`src/rtl/vault_rtc_pkg.sv`:
```
package vault_rtc_pkg;

   typedef enum logic [2:0] {
      RG_SEC   = 3'd0,
      RG_FRAC  = 3'd1,
      RG_ASEC  = 3'd2,
      RG_AFRAC = 3'd3,
      RG_CTRL  = 3'd4,
      RG_STAT  = 3'd5,
      RG_IEN   = 3'd6
   } rtc_reg_e;

   localparam int unsigned B_BUSY = 10;
   localparam int unsigned B_NEXT = 9;
   localparam int unsigned B_DONE = 8;
   localparam int unsigned B_ERR  = 7;
   localparam int unsigned B_ALM  = 4;
   localparam int unsigned B_NV   = 1;
   localparam int unsigned B_SV   = 0;
   localparam int unsigned B_RUN  = 3;

   localparam int unsigned MIN_DATA_W = B_BUSY + 1;

endpackage

```
`src/rtl/vault_rtc_wr.sv`:
```
module vault_rtc_wr
   import vault_rtc_pkg::*;
#(
   parameter int unsigned DATA_W = 32,
   parameter int unsigned WR_LAT = 4
) (
   input  logic              clk,
   input  logic              rst_n,
   input  logic              wen,
   input  logic [2:0]        waddr,
   input  logic [DATA_W-1:0] wdata,
   output logic              busy,
   output logic              commit,
   output logic              drop,
   output logic [2:0]        c_addr,
   output logic [DATA_W-1:0] c_data
);

   localparam int unsigned CNT_W = (WR_LAT > 1) ? $clog2(WR_LAT) : 1;

   logic accept;

   assign accept = wen && !busy;
   assign drop   = wen && busy;

   always_ff @(posedge clk or negedge rst_n) begin
      if (!rst_n) begin
         c_addr <= '0;
         c_data <= '0;
      end else if (accept) begin
         c_addr <= waddr;
         c_data <= wdata;
      end
   end

   generate
      if (WR_LAT == 1) begin : g_lat_one
         always_ff @(posedge clk or negedge rst_n) begin
            if (!rst_n)      busy <= 1'b0;
            else if (accept) busy <= 1'b1;
            else if (busy)   busy <= 1'b0;
         end
         assign commit = busy;
      end else begin : g_lat_cnt
         logic [CNT_W-1:0] remain;
         always_ff @(posedge clk or negedge rst_n) begin
            if (!rst_n) begin
               busy   <= 1'b0;
               remain <= '0;
            end else if (accept) begin
               busy   <= 1'b1;
               remain <= CNT_W'(WR_LAT - 1);
            end else if (busy) begin
               if (remain == '0) busy <= 1'b0;
               else              remain <= remain - 1'b1;
            end
         end
         assign commit = busy && (remain == '0);
      end
   endgenerate

endmodule

```
`src/rtl/vault_rtc_cnt.sv`:
```
module vault_rtc_cnt #(
   parameter int unsigned DATA_W     = 32,
   parameter int unsigned FRAC_W     = 15,
   parameter bit          ALARM_FRAC = 1'b1
) (
   input  logic              clk,
   input  logic              rst_n,
   input  logic              allow,
   input  logic              tick,
   input  logic              sec_we,
   input  logic              frac_we,
   input  logic [DATA_W-1:0] wdata,
   input  logic [DATA_W-1:0] asec,
   input  logic [FRAC_W-1:0] afrac,
   output logic [DATA_W-1:0] sec_q,
   output logic [FRAC_W-1:0] frac_q,
   output logic              loaded,
   output logic              hit
);

   logic step;
   logic frac_wrap;

   assign step      = allow && loaded && tick;
   assign frac_wrap = (frac_q == '1);

   always_ff @(posedge clk or negedge rst_n) begin
      if (!rst_n) begin
         sec_q  <= '0;
         frac_q <= '0;
         loaded <= 1'b0;
      end else begin
         if (step) begin
            frac_q <= frac_q + 1'b1;
            if (frac_wrap) sec_q <= sec_q + 1'b1;
         end
         if (frac_we) frac_q <= wdata[FRAC_W-1:0];
         if (sec_we) begin
            sec_q  <= wdata;
            loaded <= 1'b1;
         end
      end
   end

   logic armed;
   assign armed = (asec != '1);

   generate
      if (ALARM_FRAC) begin : g_cmp_full
         assign hit = armed && (sec_q == asec) && (frac_q == afrac);
      end else begin : g_cmp_sec
         assign hit = armed && (sec_q == asec);
      end
   endgenerate

endmodule

```
`src/rtl/vault_rtc_irq.sv`:
```
module vault_rtc_irq
   import vault_rtc_pkg::*;
#(
   parameter int unsigned DATA_W = 32
) (
   input  logic [DATA_W-1:0] stat,
   input  logic [DATA_W-1:0] ien,
   output logic              irq
);

   localparam int unsigned NSRC = 4;
   localparam int unsigned SRC_BIT [NSRC] = '{B_NEXT, B_DONE, B_ERR, B_ALM};

   logic [NSRC-1:0] src;

   generate
      for (genvar i = 0; i < NSRC; i++) begin : g_src
         assign src[i] = stat[SRC_BIT[i]] && ien[SRC_BIT[i]];
      end
   endgenerate

   assign irq = |src;

endmodule

```
`src/rtl/vault_rtc.sv`:
```
module vault_rtc
   import vault_rtc_pkg::*;
#(
   parameter int unsigned DATA_W     = 32,
   parameter int unsigned FRAC_W     = 15,
   parameter int unsigned WR_LAT     = 4,
   parameter bit          ALARM_FRAC = 1'b1
) (
   input  logic              clk,
   input  logic              rst_n,
   input  logic [2:0]        bus_addr,
   input  logic              bus_wen,
   input  logic [DATA_W-1:0] bus_wdata,
   output logic [DATA_W-1:0] bus_rdata,
   input  logic              tick,
   input  logic              viol_in,
   output logic              irq
);

   localparam logic [DATA_W-1:0] IEN_MASK =
      (DATA_W'(1) << B_NEXT) | (DATA_W'(1) << B_DONE) |
      (DATA_W'(1) << B_ERR)  | (DATA_W'(1) << B_ALM);

   generate
      if (DATA_W < MIN_DATA_W) begin : g_bad_width
         $error("vault_rtc: DATA_W too small for the status layout");
      end
      if (FRAC_W < 1 || FRAC_W >= DATA_W) begin : g_bad_frac
         $error("vault_rtc: FRAC_W must be in 1..DATA_W-1");
      end
      if (WR_LAT < 1) begin : g_bad_lat
         $error("vault_rtc: WR_LAT must be at least 1");
      end
   endgenerate

   logic              busy, commit, drop;
   logic [2:0]        c_addr;
   logic [DATA_W-1:0] c_data;

   vault_rtc_wr #(.DATA_W(DATA_W), .WR_LAT(WR_LAT)) u_wr (
      .clk    (clk),
      .rst_n  (rst_n),
      .wen    (bus_wen),
      .waddr  (bus_addr),
      .wdata  (bus_wdata),
      .busy   (busy),
      .commit (commit),
      .drop   (drop),
      .c_addr (c_addr),
      .c_data (c_data)
   );

   logic st_w;
   assign st_w = commit && (c_addr == RG_STAT);

   logic              run_q;
   logic [DATA_W-1:0] asec_q;
   logic [FRAC_W-1:0] afrac_q;
   logic [DATA_W-1:0] ien_q;
   logic              wc_q, we_q, caf_q, nv_q, sv_q;

   always_ff @(posedge clk or negedge rst_n) begin
      if (!rst_n) begin
         run_q   <= 1'b0;
         asec_q  <= '1;
         afrac_q <= '0;
         ien_q   <= '0;
      end else if (commit) begin
         unique case (c_addr)
            RG_CTRL:  run_q   <= c_data[B_RUN];
            RG_ASEC:  asec_q  <= c_data;
            RG_AFRAC: afrac_q <= c_data[FRAC_W-1:0];
            RG_IEN:   ien_q   <= c_data & IEN_MASK;
            default: ;
         endcase
      end
   end

   logic [DATA_W-1:0] sec_q;
   logic [FRAC_W-1:0] frac_q;
   logic              loaded, hit;

   vault_rtc_cnt #(.DATA_W(DATA_W), .FRAC_W(FRAC_W), .ALARM_FRAC(ALARM_FRAC)) u_cnt (
      .clk     (clk),
      .rst_n   (rst_n),
      .allow   (run_q && !nv_q),
      .tick    (tick),
      .sec_we  (commit && (c_addr == RG_SEC)),
      .frac_we (commit && (c_addr == RG_FRAC)),
      .wdata   (c_data),
      .asec    (asec_q),
      .afrac   (afrac_q),
      .sec_q   (sec_q),
      .frac_q  (frac_q),
      .loaded  (loaded),
      .hit     (hit)
   );

   always_ff @(posedge clk or negedge rst_n) begin
      if (!rst_n) begin
         wc_q  <= 1'b0;
         we_q  <= 1'b0;
         caf_q <= 1'b0;
         nv_q  <= 1'b1;
         sv_q  <= 1'b0;
      end else begin
         if (st_w && c_data[B_DONE]) wc_q <= 1'b0;
         else if (commit)            wc_q <= 1'b1;

         if (drop)                       we_q <= 1'b1;
         else if (st_w && c_data[B_ERR]) we_q <= 1'b0;

         if (hit)                        caf_q <= 1'b1;
         else if (st_w && c_data[B_ALM]) caf_q <= 1'b0;

         if (viol_in)                   sv_q <= 1'b1;
         else if (st_w && c_data[B_SV]) sv_q <= 1'b0;

         if (viol_in)                                    nv_q <= 1'b1;
         else if (st_w && c_data[B_NV] && c_data[B_SV])  nv_q <= 1'b0;
      end
   end

   logic [DATA_W-1:0] stat_w;
   always_comb begin
      stat_w         = '0;
      stat_w[B_BUSY] = busy;
      stat_w[B_NEXT] = !busy;
      stat_w[B_DONE] = wc_q;
      stat_w[B_ERR]  = we_q;
      stat_w[B_ALM]  = caf_q;
      stat_w[B_NV]   = nv_q;
      stat_w[B_SV]   = sv_q;
   end

   always_comb begin
      bus_rdata = '0;
      unique case (bus_addr)
         RG_SEC:   bus_rdata = sec_q;
         RG_FRAC:  bus_rdata = DATA_W'(frac_q);
         RG_ASEC:  bus_rdata = asec_q;
         RG_AFRAC: bus_rdata = DATA_W'(afrac_q);
         RG_CTRL:  bus_rdata[B_RUN] = run_q;
         RG_STAT:  bus_rdata = stat_w;
         RG_IEN:   bus_rdata = ien_q;
         default:  bus_rdata = '0;
      endcase
   end

   vault_rtc_irq #(.DATA_W(DATA_W)) u_irq (
      .stat (stat_w),
      .ien  (ien_q),
      .irq  (irq)
   );

endmodule

```
`config.mk`:
```
export PLATFORM = sky130hd
export DESIGN_NAME = vault_rtc
export DESIGN_NICKNAME = d
export VERILOG_FILES = /design/src/rtl/vault_rtc_pkg.sv /design/src/rtl/vault_rtc_wr.sv /design/src/rtl/vault_rtc_cnt.sv /design/src/rtl/vault_rtc_irq.sv /design/src/rtl/vault_rtc.sv
export SDC_FILE = /design/constraint.sdc
export NUM_CORES = 1
export LEC_CHECK = 0
export BUFFER_PORTS_ARGS = -buffer_cell sky130_fd_sc_hd__buf_2
export CORE_ASPECT_RATIO = 2
export CORE_MARGIN = 5
export CORE_UTILIZATION = 44
export CTS_BUF_LIST = sky130_fd_sc_hd__clkbuf_8
export CTS_CLUSTER_DIAMETER = 30
export DETAILED_ROUTE_END_ITERATION = 16
export SETUP_SLACK_MARGIN = 0.2
export SLEW_MARGIN = 15
export SYNTH_ARGS = -nofsm -noshare
export SYNTH_HDL_FRONTEND = slang
export SYNTH_SLANG_ARGS = --single-unit
```
`constraint.sdc`:
```
create_clock -name clk -period 2.15 [get_ports clk]
set_input_delay 0.3225 -clock clk [delete_from_list [all_inputs] [get_ports clk]]
set_output_delay 0.3225 -clock clk [all_outputs]
set_load 0.02 [all_outputs]
```
After elaboration in Yosys (flattened, before gate mapping)
Cells that the tools add are included.
{"block": "classes", "addsub": 3, "mul": 0, "div": 0, "order_cmp": 0, "eq_ne": 17, "n_shift": 0, "muxes": 24, "n_bitwise": 0, "n_reduce_logical": 42}
{"op": "$pmux W28 S6", "n": 1}
{"op": "$mux W32", "n": 3}
{"op": "$add A32 B1 Y32 const B", "n": 1}
{"op": "$eq A32 B32 Y1", "n": 1}
{"op": "$ne A32 B32 Y1 const B", "n": 1}
{"op": "$mux W15", "n": 2}
{"op": "$logic_and A1 B1 Y1", "n": 21}
{"op": "$eq A3 B3 Y1 const B", "n": 6}
{"op": "$reduce_bool A2 Y1", "n": 9}
{"op": "$add A15 B1 Y15 const B", "n": 1}
{"op": "$eq A15 B15 Y1", "n": 1}
{"op": "$eq A15 B15 Y1 const B", "n": 1}
{"op": "$pmux W3 S5", "n": 1}
{"op": "$mux W1", "n": 13}
{"op": "$eq A3 B2 Y1 const B", "n": 4}
{"op": "$reduce_and A2 Y1", "n": 6}
{"op": "$eq A3 B1 Y1 const B", "n": 2}
{"op": "$logic_not A3 Y1", "n": 2}
{"op": "$mux W2", "n": 3}
{"op": "$pmux W1 S5", "n": 1}
{"op": "$reduce_or A4 Y1", "n": 1}
{"op": "$logic_not A1 Y1", "n": 2}
{"op": "$logic_not A2 Y1", "n": 1}
{"op": "$ne A2 B1 Y1 const B", "n": 1}
{"op": "$sub A2 B1 Y2 const B", "n": 1}
{"block": "totals", "reg_bits": 143, "latch_bits": 0, "ram_bits": 0, "mem_bits_ro": 0, "input_bits": 40, "output_inout_bits": 33, "mem_count": 0}

Depth between registers and ports, before layout
Gate-level depths: netlist of run 1.
{"block": "logic_depth", "word_depth": 7, "depth_mapped": 9, "depth_no_buf": 7}

By module
From an unflattened synthesis of run 1, not the netlist that was laid out.
{"block": "unflattened", "cells_unflattened": 797, "hier_area_um2": 8545.7}
{"mod": "vault_rtc_cnt", "n_inst": 1, "cells_each": 456, "area_per_inst_um2": 3786.1, "seq_area_each_um2": 1201.2}
{"mod": "vault_rtc", "n_inst": 1, "cells_each": 249, "area_per_inst_um2": 3135.5, "seq_area_each_um2": 1467.7}
{"mod": "vault_rtc_wr", "n_inst": 1, "cells_each": 89, "area_per_inst_um2": 1605.3, "seq_area_each_um2": 950.9}
{"mod": "vault_rtc_irq", "n_inst": 1, "cells_each": 3, "area_per_inst_um2": 18.8, "seq_area_each_um2": 0.0}

Worst setup path after synthesis of run 1
OpenSTA, ideal clock, no wires.
{"block": "synth_timing", "path_type": "register -> register", "start": "register u_wr.g_lat_cnt.remain[0]", "end": "register afrac_q[10]", "setup_time_ps": 125, "arrival_ps": 2039, "required_time_ps": 2025, "path_slack_ps": -13, "stages_incl_launch_ff": 8, "n_path_buf": 1, "period_less_slack_ps": 2163, "path_cell_list": "dfrtp_1 -> inv_1 -> ha_1 -> inv_1 -> or3_1 -> nor2_1 -> buf_2 -> mux2_2"}
{"block": "synth_via", "elab_chain_len": 3}
{"item": "from (decl)", "line_no": "vault_rtc_wr.sv:45", "source": "logic [CNT_W-1:0] remain;"}
{"item": "from (signal assigned)", "line_no": "vault_rtc_wr.sv:52", "source": "remain <= CNT_W'(WR_LAT - 1);"}
{"item": "from (signal assigned)", "line_no": "vault_rtc_wr.sv:55", "source": "else remain <= remain - 1'b1;"}
{"item": "$logic_not A2 Y1", "line_no": "vault_rtc_wr.sv:58", "source": "assign commit = busy && (remain == '0);"}
{"item": "$logic_and A1 B1 Y1", "line_no": "vault_rtc_wr.sv:58"}
{"item": "$reduce_and A2 Y1 (no source line)"}
{"item": "to (signal assigned)", "line_no": "vault_rtc.sv:72", "source": "RG_AFRAC: afrac_q <= c_data[FRAC_W-1:0];"}
{"item": "to (decl)", "line_no": "vault_rtc.sv:58", "source": "logic [FRAC_W-1:0] afrac_q;"}
No other way between the ends.
A chain may end at the register's enable or synchronous reset.

Worst setup path after layout of run 1
{"block": "layout_timing", "start": "register u_cnt.sec_q[6]", "end": "output port bus_rdata[6]"}
{"block": "layout_via", "elab_chain_len": 1}
{"item": "from (decl)", "line_no": "vault_rtc_cnt.sv:15", "source": "output logic [DATA_W-1:0] sec_q,"}
{"item": "from (signal assigned)", "line_no": "vault_rtc_cnt.sv:35", "source": "if (frac_wrap) sec_q <= sec_q + 1'b1;"}
{"item": "from (signal assigned)", "line_no": "vault_rtc_cnt.sv:39", "source": "sec_q <= wdata;"}
{"item": "$pmux W28 S6", "line_no": "vault_rtc.sv:138", "source": "unique case (bus_addr)"}
{"item": "to (decl)", "line_no": "vault_rtc.sv:14", "source": "output logic [DATA_W-1:0] bus_rdata,"}
No other way between the ends.

==> results by group, run 1 <==
Floorplanning
  – Die width: 105 µm
  – Starting Density: 0.446
  – I/O pin count: 73
  – Row count: ~70
  – Core box area: ~0.018 mm²
  – Die Y: about 200 µm
  – Die area: approximately 0.021 mm²

Worst setup path
  – CP Max Fanout: 6
  – Worst R2R Setup Slack: 0.04 ns
  – Arr. time, crit path: roughly 1.8 ns
  – Worst r2r path cells: 9
  – Crit Reg-Reg Endpoint: asec_q[11]$_DFFE_PN1P_
  – Setup crit end kind: output pin
  – Worst reg2reg startpoint: u_wr.g_lat_cnt.remain[0]$_DFFE_PN0P_
  – Worst setup endpoint: bus_rdata[6]
  – WP data required: between 1.5 and 2 ns
  – Startpoint Class: register
  – Kind of critical path: reg2out
  – CP Launch Point: u_cnt.sec_q[6]$_DFFE_PN0P_

Place
  – Dpl hpwl: approximately 18000 µm
  – # port buffers: just over 70
  – RD Place Congestion: 1.00
  – Placed Cells: 1004
  – Post-place setup slack: 0.0309 ns

Logic synthesis
  – Leading area contributor after synthesis: dfrtp_1
  – Syn. warnings: 0
  – EDFF count, synth: 0
  – Synthesized Nets: 769
  – Mapped Cells: ~730
  – Area share of xor/xnor cells in the synthesized design: 0.102
  – Register area share after synthesis: 0.457
  – Distinct cells, synth: 47
  – Post-synthesis compound-gate area fraction: 0.0773
  – Mapped Avg Cell Area: around 11 µm²
  – Synth top cells by count: dfrtp_1 (110), mux2_2 (90), xnor2_1 (69), nor2_1 (44), a21oi_1 (40)
  – Synth Area in Simple Gates: 0.159
  – Adder-Cell Fraction of Synth Area: 0.00473
  – Mux cell area share after synthesis: 0.164
  – Post-synth ARST share: 1.00
  – Synth Register Bits: between 100 and 150
  – Area contributors post-synth: dfrtp_1 (35%), mux2_2 (13%), dfstp_2 (11%), xnor2_1 (7.6%), mux4_2 (2.8%)
  – Top cell type's share of synthesized area: 0.347
  – Most common cell in the netlist: dfrtp_1
  – Cell Area, Synth: around 0.008 mm²
  – Largest family of logic cells by synthesized area: multiplexers
  – Ys flop type: dfrtp_1

Finish
  – Ant. Diodes: 0
  – Layout cell share with drive strength beyond 1: 0.550
  – Non-Filler Instances: around 1100
  – Final net count: slightly above 900
  – Filler Cell Count: 1395
  – Area Growth Syn to Fin: 39.6%

Drt
  – Total Wirelength: slightly below 30000 µm
  – Vias: 6919
  – Vias per cell: roughly 6.3
  – Routed WL per cell: 26.5 µm
  – Routed Antenna Nets: 0
  – Residual DRC: 0
  – First-pass DRT Iterations: 5
  – DRC marker count from the first detailed-route iteration: between 400 and 500

Clock network
  – TritonCTS Buffers: 17
  – Clock sink count: between 100 and 150
  – CTS tree: built
  – Clock latency at the later pin of the worst-skew pair: about 0.48 ns
  – Clock buffer depth: 2
  – Max H-tree Level: 4
  – Root Driver: clkbuf_8
  – Clk pin slew, worst setup/hold paths: approximately 0.09 ns

Global route
  – First-pass GRT wire length: between 40000 and 50000 µm
  – All-Layer GR Usage: 0.276
  – Largest net degree at the start of global routing: 42
  – Initial antenna violation count: 0
  – Remaining Overflow, GRT: 0
  – Vias in the first global route: approximately 7300

STA
  – Slew at the pin closest to its max-slew limit: 0.519 ns
  – Fin. max-slew vios: 0
  – RSZ-0062 raised after global routing: yes
  – # setup viols final: 0
  – Final Hold Viols: 0
  – Post-route minimum period: 2.13 ns
  – Fin worst setup slack: around 0.022 ns
  – Fmax achieved: between 400 and 500 MHz
  – Fin Hold WS: around 0.05 ns
  – Slew headroom: 0.653
  – Final TNS setup: 0 ns
  – Clock Skew: approximately 0.024 ns
  – Period utilization: 0.990

Power and ir drop
  – Design Power: between 10 and 15 mW
  – Leakage power total: between 4 and 5 nW
  – Power Density: around 1300 mW/mm²
  – Maximum VDD drop: 0.000738 V

Status
  – Outcome: complete, no violations

Worst hold path
  – Hold Crit Class: in2reg

Run
  – # Max-Cap Violations: 0
worst min-delay path by stage:
stage                        from                         end  depth (start not counted)
after floorplan             rst_n      afrac_q[0]$_DFFE_PN0P_                          0
after global placement      rst_n  u_wr.c_data[3]$_DFFE_PN0P_                          1
after detailed placement    rst_n  u_wr.c_data[3]$_DFFE_PN0P_                          1
after CTS                 viol_in            sv_q$_DFFE_PN0P_                          2
after global routing      viol_in            sv_q$_DFFE_PN0P_                          2
final                     viol_in            sv_q$_DFFE_PN0P_                          2
area by class of cell:
type	instances	area [µm²]	area share
clock buffers	18	248	0.0224
clock inverters	14	156	0.0141
inverters	13	48.8	0.00441
multi-input cells	515	4920	0.445
flip-flops and latches	143	3630	0.328
well taps	213	267	0.0241
repair buffers	185	1800	0.162
metal layers:
metal | vias to the layer above | wire length [µm] | global-route usage
met5 | - | 0 | 0
met4 | 0 | 2480 | 0.222
met3 | 160 | 1590 | 0.0547
met2 | 395 | 15200 | 0.482
met1 | 3459 | 9890 | 0.285
li1 | 2905 | - | -
power breakdown:
| group | switching (mW) | internal [mW] | total [mW] |
|---|---|---|---|
| registers | 1.70 | 3.95 | 5.64 |
| clock network | 1.19 | 1.07 | 2.26 |
| logic | 3.09 | 3.32 | 6.42 |
| total | 5.98 | 8.34 | 14.3 |
stage by stage:
step / util / cell area, µm²
floorplan: - / 8000
global placement: 0.497 / 8840
detailed placement: 0.497 / 8840
CTS: 0.599 / 10700
global route: 0.622 / 11100
finish: 0.622 / 11100
logic make-up (layout without fill, tap and decap cells):
family | count (synthesis) | after routing
simple gates | 217 | 217
xor+xnor | 92 | 92
buf+inv | 68 | 230
compound gates | 97 | 97
flops | 143 | 143
mux | 106 | 106
fa+ha+maj | 3 | 3
registers in the layout, indices dropped and copies added, names as in the netlist:
| register | cells |
|---|---|
| u_cnt.loaded | 1 |
| u_cnt.sec_q | 32 |
| asec_q | 32 |
| sv_q | 1 |
| nv_q | 1 |
| afrac_q | 15 |
| u_wr.c_data | 32 |
| we_q | 1 |
| ien_q | 4 |
| u_wr.g_lat_cnt.remain | 2 |
| u_cnt.frac_q | 15 |
| u_wr.busy | 1 |
| u_wr.c_addr | 3 |
| wc_q | 1 |
| caf_q | 1 |
| run_q | 1 |
cells in the final DEF (no fill, tap or decap), types with 23 or more instances in the layout:
master	netlist	final
a21oi_2	0	31
buf_2	11	55
buf_4	1	62
buf_6	3	41
dfrtp_1	110	102
dfstp_2	33	33
mux2_2	90	41
mux2_4	0	49
nand2_1	38	38
nand4_1	27	27
nor2_4	0	34
xnor2_1	69	68
xor2_1	23	23
critical path: stages, from the launching register on:
cell and delay [ns]:
dfrtp_1 0.50, mux4_2 0.52, nor2b_2 0.18, buf_6 0.14
repair_timing:
item,4_1_cts,5_1_grt
hold buffers,1,0
setup buffers,40,12
pin swaps,22,22
gates resized for setup,213,70
gates cloned,11,1
endpoints found under the setup margin,95,125
hold endpoints to repair,34,0
(Power assumes the default switching activity.)
==> run 2: changes to the inputs <==
BUFFER_PORTS_ARGS = default   (was -buffer_cell sky130_fd_sc_hd__buf_2)
DONT_BUFFER_PORTS = 1   (was default)
GPL_TIMING_DRIVEN = 0   (was default)
==> run 2 against run 1 <==
Against the previous run:
- flip-flop and latch count is the same
- clock power rose by 12%
- non-clock buffer count decreased by 32
- largest cell class unchanged
- critical endpoint is now u_cnt.sec_q[18]$_DFFE_PN0P_
- the run now ends with negative hold slack left
- utilization is 0.39 points higher
==> results by group, run 2 (same netlist as run 1, synthesis figures left out) <==
Status
  – Outcome: finished with violations (was complete, no violations)
  – Failing checks: negative hold slack

Worst setup path
  – Crit-path slowest cell: or4_4 (was mux4_2)
  – Worst reg2reg startpoint: u_cnt.sec_q[0]$_DFFE_PN0P_ (was u_wr.g_lat_cnt.remain[0]$_DFFE_PN0P_)
  – CP Launch Point: u_cnt.sec_q[0]$_DFFE_PN0P_ (was u_cnt.sec_q[6]$_DFFE_PN0P_)
  – CP Max Fanout: 7 (was 6)
  – Arr. time, crit path: 2.46 ns (was 1.81 ns)
  – Worst R2R Setup Slack: 0.04 ns (about the same)
  – Crit path buffers/inverters: 2 (was 1)
  – WP data required: 2.49 ns (was 1.83 ns)
  – CP cell instances: ha_4, inv_2, or4_4, buf_8, or3_4, o41ai_4, a31oi_1 (was mux4_2, nor2b_2, buf_6)
  – Crit Reg-Reg Endpoint: u_cnt.sec_q[18]$_DFFE_PN0P_ (was asec_q[11]$_DFFE_PN1P_)
  – Largest stage delay, worst path: 0.53 ns (was 0.52 ns)
  – Startpoint Class: register (unchanged)
  – WP depth: 7 (was 3)
  – Setup crit end kind: register (was output pin)
  – Worst r2r path cells: 7 (was 9)
  – Kind of critical path: reg2reg (was reg2out)
  – CP top delay family: simple AND/OR/NAND/NOR gates (was multiplexers)
  – Worst setup endpoint: u_cnt.sec_q[18]$_DFFE_PN0P_ (was bus_rdata[6])

Finish
  – Most frequent cells in the layout: dfrtp_1 (90), xnor2_1 (64), mux2_4 (50) (was dfrtp_1 (102), xnor2_1 (68), buf_4 (62))
  – Filler Cell Count: 1388 (was 1395)
  – Layout cell share with drive strength beyond 1: 0.507 (was 0.550)
  – Regs by FF count: asec_q x32, u_cnt.sec_q x32, u_wr.c_data x32 (unchanged)
  – Area Growth Syn to Fin: 40.5% (was 39.6%)
  – Most common cell after layout, fill and taps aside: dfrtp_1 (unchanged)
  – Final net count: 886 (was 918)
  – Ant. Diodes: 0 (unchanged)

STA
  – Period utilization: 0.982 (was 0.990)
  – # setup viols final: 0 (unchanged)
  – Fmax achieved: 474 MHz (was 470 MHz)
  – Slew at the pin closest to its max-slew limit: 0.556 ns (was 0.519 ns)
  – Slew headroom: 0.629 (was 0.653)
  – Final Hold Viols: 143 (was 0)
  – RSZ-0062 raised after global routing: yes (unchanged)
  – Clock Skew: 0.0185 ns (was 0.0237 ns)
  – Fin. max-slew vios: 0 (unchanged)
  – Fin Hold WS: -0.453 ns (was 0.0487 ns)
  – Final TNS setup: 0 ns (unchanged)
  – Post-route minimum period: 2.11 ns (was 2.13 ns)

Floorplanning
  – Row count: 69 (unchanged)
  – Die Y: 200 µm (unchanged)
  – Core box area: 0.0178 mm² (unchanged)
  – Die area: 0.0210 mm² (unchanged)
  – I/O pin count: 73 (unchanged)
  – Die width: 105 µm (unchanged)
  – Starting Density: 0.446 (unchanged)

Power and ir drop
  – Design Power: 14.2 mW (was 14.3 mW)
  – P_int: 8.48 mW (was 8.34 mW)
  – Combinational Power Share: 0.419 (was 0.448)
  – Switch share: 0.403 (was 0.417)
  – Maximum VDD drop: 0.000618 V (was 0.000738 V)
  – Power Density: 1280 mW/mm² (was 1290 mW/mm²)
  – P_sw: 5.73 mW (was 5.98 mW)
  – Sequential power share: 0.403 (was 0.394)
  – Leakage power total: 4.51 nW (was 4.47 nW)
  – Clock Power Share: 0.179 (was 0.158)

Drt
  – Total Wirelength: 28900 µm (was 29200 µm)
  – Residual DRC: 0 (unchanged)
  – Routed WL per cell: 27.0 µm (was 26.5 µm)
  – First-pass DRT Iterations: 6 (was 5)
  – DRC marker count from the first detailed-route iteration: 453 (was 431)
  – Vias: 6683 (was 6919)
  – Routed Antenna Nets: 0 (unchanged)
  – Vias per cell: 6.25 (was 6.28)

Global route
  – All-Layer GR Usage: 0.264 (was 0.276)
  – Initial antenna violation count: 0 (unchanged)
  – Remaining Overflow, GRT: 0 (unchanged)
  – Vias in the first global route: 6874 (was 7297)
  – Largest net degree at the start of global routing: 144 (was 42)
  – First-pass GRT wire length: 41700 µm (was 43800 µm)

Clock network
  – Max H-tree Level: 4 (unchanged)
  – TritonCTS Buffers: 17 (unchanged)
  – Clock sink count: 143 (unchanged)
  – Clk pin slew, worst setup/hold paths: 0.10 ns (was 0.09 ns)
  – Clock buffer depth: 2 (unchanged)
  – Root Driver: clkbuf_8 (unchanged)
  – Post-CTS Hold Fix Bufs: 32 (was 1)
  – CTS tree: built (unchanged)
  – Clock latency at the later pin of the worst-skew pair: 0.47 ns (was 0.48 ns)

Place
  – # port buffers: 0 (was 72)
  – RD Place Congestion: 0.965 (was 1.00)
  – Dpl hpwl: 18700 µm (was 17700 µm)

Worst hold path
  – Hold Crit Class: in2async (was in2reg)

Run
  – # Max-Cap Violations: 0 (unchanged)
run 2: changes by cell type in the layout (fill, tap and decap cells not counted), sizes merged:
cell | before | now
buf | 182 | 81
clkbuf | 20 | 58
dlygate4sd3 | 1 | 32
clkinvlp | 7 | 2
clkinv | 1 | 5
bufinv | 2 | 5
inv | 17 | 15
run 2: layout make-up:
class	instances	area, µm²	share of cell area
flip-flops and latches	143	3640	0.327
clock inverters	14	214	0.0192
clock buffers	18	248	0.0222
inverters	13	48.8	0.00438
repair buffers	98	1080	0.0973
multi-input cells	515	5050	0.453
plain buffers	55	582	0.0522
well taps	213	267	0.0239
run 2: layer usage:
layer	global-route usage	up-vias	routed length, µm
met5	0	-	0
met4	0.212	0	2780
met3	0.0451	151	1490
met2	0.458	335	15000
met1	0.279	3349	9650
li1	-	2848	-
run 2: how the worst min path moves through the flow:
stage,to,cells after the start
CTS,u_cnt.frac_q[1]$_DFFE_PN0P_,0
detailed placement,u_wr.c_data[3]$_DFFE_PN0P_,0
finish,u_cnt.frac_q[1]$_DFFE_PN0P_,0
floorplan,afrac_q[0]$_DFFE_PN0P_,0
global placement,u_wr.c_data[3]$_DFFE_PN0P_,0
global route,u_cnt.frac_q[1]$_DFFE_PN0P_,0
run 2: worst reg2reg max path, stage by stage, from the launching register on:
cell     delay (ns)
dfrtp_2        0.43
ha_4           0.15
inv_2          0.03
or4_4          0.53
buf_8          0.17
or3_4          0.34
o41ai_4        0.21
a31oi_1        0.12
run 2: through the flow:
stage                     hold slack, ns  setup WS (ns)  utilization  cell area [µm²]  std cells
after detailed placement          0.0343         -0.413        0.465             8260        939
after CTS                         -0.472         0.0756        0.589            10500       1040
after global routing              -0.478        -0.0348        0.626            11100       1069
after global placement            0.0336         -0.406        0.465             8260        939
final                             -0.453         0.0385        0.626            11100       1069
after floorplan                   0.0269          0.194            -             8000        726
run 2: power by group through the flow:
stage          Sequential (mW)  Combinational (mW)  Clock [mW]
6_report                  5.72                5.95        2.54
5_1_grt                   5.83                6.29        2.67
3_3_place_gp              5.49                4.01           0
2_1_floorplan             4.88                3.29           0
4_1_cts                   5.61                5.24        2.57
3_5_place_dp              5.55                4.08           0
run 2: timing repair:
action / 4_1_cts / 5_1_grt
buffers inserted: 31 / 24
pin swaps: 37 / 32
gates cloned: 6 / 5
setup endpoints to repair: 157 / 124
hold endpoints to repair: 176 / 143
gates resized for setup: 274 / 93
